--- config.mk ---
export PLATFORM = sky130hd
export DESIGN_NAME = tmm_req_masker
export DESIGN_NICKNAME = d
export VERILOG_FILES = /design/src/rtl/tmm_pkg.sv /design/src/rtl/tmm_bus_phase.sv /design/src/rtl/tmm_watchdog.sv /design/src/rtl/tmm_flag_bank.sv /design/src/rtl/tmm_req_masker.sv
export SDC_FILE = /design/constraint.sdc
export NUM_CORES = 1
export LEC_CHECK = 0
export ABC_CLOCK_PERIOD_IN_PS = 2400
export BUFFER_PORTS_ARGS = -buffer_cell sky130_fd_sc_hd__buf_2
export CORE_ASPECT_RATIO = 1.5
export CORE_MARGIN = 4
export CORE_UTILIZATION = 40
export CTS_CLUSTER_DIAMETER = 40
export CTS_CLUSTER_SIZE = 40
export DETAILED_ROUTE_END_ITERATION = 10
export GPL_TIMING_DRIVEN = 0
export PLACE_DENSITY = 0.63
export SKIP_LAST_GASP = 1
export SYNTH_ARGS = -nofsm -noshare
export SYNTH_HDL_FRONTEND = slang
export SYNTH_SLANG_ARGS = --single-unit
--- constraint.sdc ---
create_clock -name clk -period 2.4 [get_ports clk]
set_clock_uncertainty 0.2 [all_clocks]
set_input_delay 0.24 -clock clk [delete_from_list [all_inputs] [get_ports clk]]
set_output_delay 0.24 -clock clk [all_outputs]
set_load 0.01 [all_outputs]
--- src/rtl/tmm_pkg.sv ---
package tmm_pkg;

   // Watch state of the dead-grant detector
   typedef enum logic [0:0] {
      WD_WAIT_IDLE = 1'b0,
      WD_COUNT     = 1'b1
   } wd_state_e;

endpackage

--- src/rtl/tmm_bus_phase.sv ---
// Picks the frame source from the bus owner and derives idle / address phase.
module tmm_bus_phase #(
   parameter bit USE_INT_FRAME = 1'b1
) (
   input  logic clk,
   input  logic rst_n,
   input  logic int_owner,
   input  logic frame_ext,
   input  logic frame_int,
   input  logic irdy_q,
   output logic bus_idle,
   output logic addr_phase
);

   logic frame_sel;
   logic frame_prev;

   generate
      if (USE_INT_FRAME) begin : g_owner_frame
         assign frame_sel = int_owner ? frame_int : frame_ext;
      end else begin : g_ext_frame
         logic unused_int_path;
         assign unused_int_path = int_owner ^ frame_int;
         assign frame_sel = frame_ext;
      end
   endgenerate

   always_ff @(posedge clk or negedge rst_n) begin
      if (!rst_n) frame_prev <= 1'b0;
      else        frame_prev <= frame_sel;
   end

   assign bus_idle   = ~frame_sel & ~irdy_q;
   assign addr_phase = frame_sel & ~frame_prev;

endmodule

--- src/rtl/tmm_watchdog.sv ---
// Counts dead-grant clocks after the bus went idle; emits a one-hot trip.
module tmm_watchdog
   import tmm_pkg::*;
#(
   parameter int N       = 5,
   parameter int TIMEOUT = 16
) (
   input  logic         clk,
   input  logic         rst_n,
   input  logic [N-1:0] gnt,
   input  logic [N-1:0] req_live,
   input  logic         bus_idle,
   input  logic         addr_phase,
   output logic [N-1:0] trip
);

   localparam int                CNT_W    = (TIMEOUT > 1) ? $clog2(TIMEOUT) : 1;
   localparam logic [CNT_W-1:0]  CNT_LAST = CNT_W'(TIMEOUT - 1);
   localparam logic [N-1:0]      ONE      = {{(N-1){1'b0}}, 1'b1};

   wd_state_e        state;
   logic [CNT_W-1:0] cnt;
   logic [N-1:0]     gnt_prev;
   logic             single_gnt;
   logic             live;
   logic             restart;
   logic             fire;

   assign single_gnt = (gnt != '0) && ((gnt & (gnt - ONE)) == '0);
   assign live       = single_gnt && ((gnt & req_live) != '0);
   assign restart    = (gnt != gnt_prev) || !live;
   assign fire       = (state == WD_COUNT) && !restart && !addr_phase
                       && (cnt == CNT_LAST);
   assign trip       = fire ? gnt : '0;

   always_ff @(posedge clk or negedge rst_n) begin
      if (!rst_n) begin
         gnt_prev <= '0;
         state    <= WD_WAIT_IDLE;
         cnt      <= '0;
      end else begin
         gnt_prev <= gnt;
         if (restart) begin
            state <= WD_WAIT_IDLE;
            cnt   <= '0;
         end else begin
            case (state)
               WD_WAIT_IDLE: begin
                  cnt <= '0;
                  if (bus_idle) state <= WD_COUNT;
               end
               WD_COUNT: begin
                  if (addr_phase || fire) begin
                     state <= WD_WAIT_IDLE;
                     cnt   <= '0;
                  end else begin
                     cnt <= cnt + 1'b1;
                  end
               end
               default: begin
                  state <= WD_WAIT_IDLE;
                  cnt   <= '0;
               end
            endcase
         end
      end
   end

endmodule

--- src/rtl/tmm_flag_bank.sv ---
// Sticky per-master fault flags; a trip sets, a strobed select clears.
module tmm_flag_bank #(
   parameter int N = 5
) (
   input  logic         clk,
   input  logic         rst_n,
   input  logic [N-1:0] trip,
   input  logic         clr_stb,
   input  logic [N-1:0] clr_sel,
   output logic [N-1:0] flags
);

   generate
      for (genvar i = 0; i < N; i++) begin : g_flag
         logic flag_q;
         always_ff @(posedge clk or negedge rst_n) begin
            if (!rst_n)                       flag_q <= 1'b0;
            else if (trip[i])                 flag_q <= 1'b1;
            else if (clr_stb && clr_sel[i])   flag_q <= 1'b0;
         end
         assign flags[i] = flag_q;
      end
   endgenerate

endmodule

--- src/rtl/tmm_req_masker.sv ---
module tmm_req_masker #(
   parameter int N_MASTERS     = 5,
   parameter int INT_IDX       = 0,
   parameter int TIMEOUT       = 16,
   parameter bit USE_INT_FRAME = 1'b1
) (
   input  logic                 clk,
   input  logic                 rst_n,
   input  logic [N_MASTERS-1:0] req_raw,
   input  logic [N_MASTERS-1:0] gnt,
   input  logic                 frame_ext,
   input  logic                 frame_int,
   input  logic                 irdy_q,
   input  logic                 clr_stb,
   input  logic [N_MASTERS-1:0] clr_sel,
   output logic [N_MASTERS-1:0] req_out,
   output logic [N_MASTERS-1:0] fault
);

   generate
      if (N_MASTERS < 2) begin : g_bad_count
         $error("tmm_req_masker: N_MASTERS must be at least 2");
      end
      if (INT_IDX < 0 || INT_IDX >= N_MASTERS) begin : g_bad_int
         $error("tmm_req_masker: INT_IDX out of range");
      end
      if (TIMEOUT < 2) begin : g_bad_timeout
         $error("tmm_req_masker: TIMEOUT must be at least 2");
      end
   endgenerate

   logic                 bus_idle;
   logic                 addr_phase;
   logic [N_MASTERS-1:0] trip;
   logic [N_MASTERS-1:0] req_live;
   logic [N_MASTERS-1:0] req_out_q;

   assign req_live = req_raw & ~fault;

   tmm_bus_phase #(
      .USE_INT_FRAME(USE_INT_FRAME)
   ) u_phase (
      .clk        (clk),
      .rst_n      (rst_n),
      .int_owner  (gnt[INT_IDX]),
      .frame_ext  (frame_ext),
      .frame_int  (frame_int),
      .irdy_q     (irdy_q),
      .bus_idle   (bus_idle),
      .addr_phase (addr_phase)
   );

   tmm_watchdog #(
      .N       (N_MASTERS),
      .TIMEOUT (TIMEOUT)
   ) u_wd (
      .clk        (clk),
      .rst_n      (rst_n),
      .gnt        (gnt),
      .req_live   (req_live),
      .bus_idle   (bus_idle),
      .addr_phase (addr_phase),
      .trip       (trip)
   );

   tmm_flag_bank #(
      .N (N_MASTERS)
   ) u_flags (
      .clk     (clk),
      .rst_n   (rst_n),
      .trip    (trip),
      .clr_stb (clr_stb),
      .clr_sel (clr_sel),
      .flags   (fault)
   );

   always_ff @(posedge clk or negedge rst_n) begin
      if (!rst_n) req_out_q <= '0;
      else        req_out_q <= req_live;
   end

   assign req_out = req_out_q;

endmodule

==> impl_metrics.ini <==
[setup_path]
crit_path_cell_trace = dlygate4sd3_1 > buf_2 > nor4_4 > o221ai_1 > or4_1 > buf_6 > nor4b_4
crit_buf_inv = 3
cp_max_fo = 10
slowest_delay_ns = 0.53
cp-end-kind = flip-flop
cp_top_family = simple AND/OR/NAND/NOR gates
worst_path_max_delay_cell = dlygate4sd3_1
criticalPathCategory = input pin to flip-flop
crit_arrival_ns = 2.33
required_ns = 2.41
start_kind = input pin

[cts]
htreeDepth = 1
cts_tree = yes
clk_latency_ns = 0.30
clk_pin_slew_worst_paths_ns = 0.11
cts.sinks = 21
cts_buffers = 3
root_buffer = clkbuf_4
cts_buffer_depth = 2

[floorplan]
core_area_mm2 = 0.00231
die_w_um = 48.7
num_io_pins = 31
fp.dieH_um = 69
die-area_mm2 = 0.00336
start_util_pct = 42.9
rows = 21

[cells_and_area]
drive_above_1_share_pct = 32.4
antennaDiodeCount = 0
final_util_pct = 58.7
area_growth_pct = 36.7
final_nets = 162
stdcell_area_mm2 = 0.00136

[detailed_routing]
ant_nets = 0
drt-total-wl_um = 2220
viasPerCell = 5.17
drt-pass1-iter-count = 4
first_iter_violations = 20
vias = 837
post_drt_wl_per_cell_um = 13.7
drc_errors = 0

[synthesis]
synthCells = 93
syn-cell-area_um2 = 992
syn_nets = 115
yosysWarnings = 0
postSynthAreaPerCell_um2 = 10.7
synth-seq-cells = 21
synth_cell_type_count = 29
yosysSeqAreaShare_pct = 53.0

[sta]
hold_viol = 0
finalCriticalPeriod_ns = 2.32
worst_pin_slew_ns = 0.966
rsz0062_at_grt = false
finalSetupViolCount = 0
drv_slew = 0
timing.final.crit_share_pct = 96.5
fin_tns_setup_ns = 0
relSlewSlack_pct = 34.9
worst_slack_ns = 0.0849
max_freq_mhz = 432

[power]
peakVddDrop_mv = 0.343
power.total_mw = 0.619
power.leakage_nw = 0.629
p_per_area_mw_per_mm2 = 456

[placed_design]
dp_slack_ns = 0.255
dpl_cell_area_mm2 = 0.00117
numPortBuffers = 30
gp_congestion = 0.745
hpwl_um = 1560

[global_route]
grt-ovfl-total = 0
antenna_found_initial = 0
grt_max_degree = 22
grt_pass1_wl_um = 3970
gr-usage-all-layers_pct = 14.5
grt_pass1_vias = 895

[run_status]
status = complete, no violations

[flow_run]
drv_cap = 0

[min_path]
hold_class = input pin to flip-flop
[synthesized netlist by cell type (all sizes together)]
| cell type | instances | share of area [%] |
|---|---|---|
| xor2 | 1 | 0.88 |
| ha | 1 | 1.3 |
| nor4b | 1 | 1.5 |
| nand4bb | 1 | 1.1 |
| o21ai | 6 | 3.0 |
| nand4 | 1 | 0.63 |
| o32a | 1 | 1.0 |
| o21a | 1 | 0.76 |
| a22oi | 1 | 0.76 |
| and3 | 1 | 0.63 |
| nor4 | 3 | 2.5 |
| inv | 2 | 0.76 |
| o221ai | 1 | 0.88 |
| dfrtp | 21 | 53 |
| nor2 | 3 | 1.1 |
| nor3 | 5 | 2.5 |
| mux2i | 1 | 1.0 |
| buf | 8 | 6.4 |
| nand3b | 5 | 5.0 |
| xnor2 | 3 | 2.6 |
| nand2 | 12 | 4.5 |
| nand3 | 6 | 3.0 |
| a21oi | 2 | 1.0 |
| nor2b | 5 | 3.2 |
| or4 | 1 | 0.76 |
[logic make-up after synthesis]
group	Yosys count	synth area share [%]
AO/OA/AOI/OAI	12	7.44
XOR/XNOR	4	3.53
adder cells (fa/ha/maj)	1	1.26
buffers and inverters	10	7.19
flip-flops	21	53.0
multiplexers	1	1.01
AND/OR/NAND/NOR	44	26.6
[layer usage]
| metal | track usage (%) | vias up | routed length [µm] |
|---|---|---|---|
| li1 | - | 417 | - |
| met1 | 16.5 | 390 | 898 |
| met2 | 25.4 | 26 | 1140 |
| met3 | 3.45 | 4 | 146 |
| met4 | 5.39 | 0 | 36 |
| met5 | 0 | - | 0 |
[stage by stage]
step / std cells / hold WS, ns
after floorplan: 93 / -0.256
after global placement: 146 / 0.0190
after detailed placement: 146 / 0.0225
after CTS: 162 / 0.000342
after global routing: 162 / 0.00961
final: 162 / 0.00676
[report_power, final]
part | switching (mW) | total, mW | leakage (nW) | internal [mW]
clock | 0.102 | 0.167 | 0.0150 | 0.0648
sequential | 0.00552 | 0.369 | 0.268 | 0.363
combinational | 0.0394 | 0.0829 | 0.346 | 0.0435
[worst register-to-register path: cells and delay by family (launching register included)]
family | cells | cell delay (ns)
buffers and inverters | 1 | 0.17
AND/OR/NAND/NOR | 3 | 1.09
flip-flops | 1 | 0.44
AO/OA/AOI/OAI | 1 | 0.12
[placed cells by master (no fill, tap or decap)]
cell type,instances
mux2i_1,1
ha_1,1
a22oi_1,1
inv_1,2
xnor2_1,3
o21a_1,1
nor4b_4,1
buf_1,1
nor4_2,1
nand4bb_1,1
dlygate4sd3_1,12
nor2b_1,5
nor2_1,3
clkbuf_4,3
o221ai_1,1
o21ai_0,6
xor2_1,1
buf_4,5
nand3b_1,4
nand4_1,1
buf_2,30
nand3b_4,1
buf_6,2
clkbuf_1,1
nor4_4,2
o32a_1,1
dfrtp_1,21
nand3_1,6
and3_1,1
nand2_1,12
nor3_1,5
or4_1,1
a21oi_1,2
[flip-flops by register name, indices dropped and copies added, names as in the netlist]
register               flops
req_out                    5
u_flags.g_flag.flag_q      5
u_wd.gnt_prev              5
u_wd.cnt                   4
u_phase.frame_prev         1
u_wd.state                 1
[cell type report]
| type | count | area, µm² |
|---|---|---|
| clock buffer | 4 | 26.3 |
| tap | 23 | 28.8 |
| timing repair buffer | 42 | 270 |
| fill | 215 | 956 |
| inverter | 2 | 7.51 |
| multi-input combinational | 62 | 434 |
| buffer | 8 | 63.8 |
| sequential | 21 | 526 |
[worst paths after layout]
kind	startpoint	cells past startpoint	to	slack (ns)
max reg2reg	u_wd.gnt_prev[2]$_DFF_PN0_	5	u_wd.cnt[1]$_DFF_PN0_	0.29
min reg2reg	u_flags.g_flag[3].flag_q$_DFFE_PN0P_	1	req_out[3]$_DFF_PN0_	0.28
max in group asynchronous	rst_n	2	u_wd.state$_DFF_PN0_	1.47
min in group asynchronous	rst_n	2	req_out[1]$_DFF_PN0_	0.22
max	gnt[2]	7	u_wd.cnt[1]$_DFF_PN0_	0.08
min	clr_sel[3]	4	u_flags.g_flag[3].flag_q$_DFFE_PN0P_	0.007
[what timing repair did]
| item | 4_1_cts | 5_1_grt |
|---|---|---|
| gates resized for setup | 0 | 5 |
| setup buffers | 0 | 0 |
| endpoints found under the setup margin | 0 | 3 |
| hold buffers | 12 | 0 |
| hold endpoints to repair | 32 | 0 |
No activity file was read; power rests on OpenSTA's default activity.
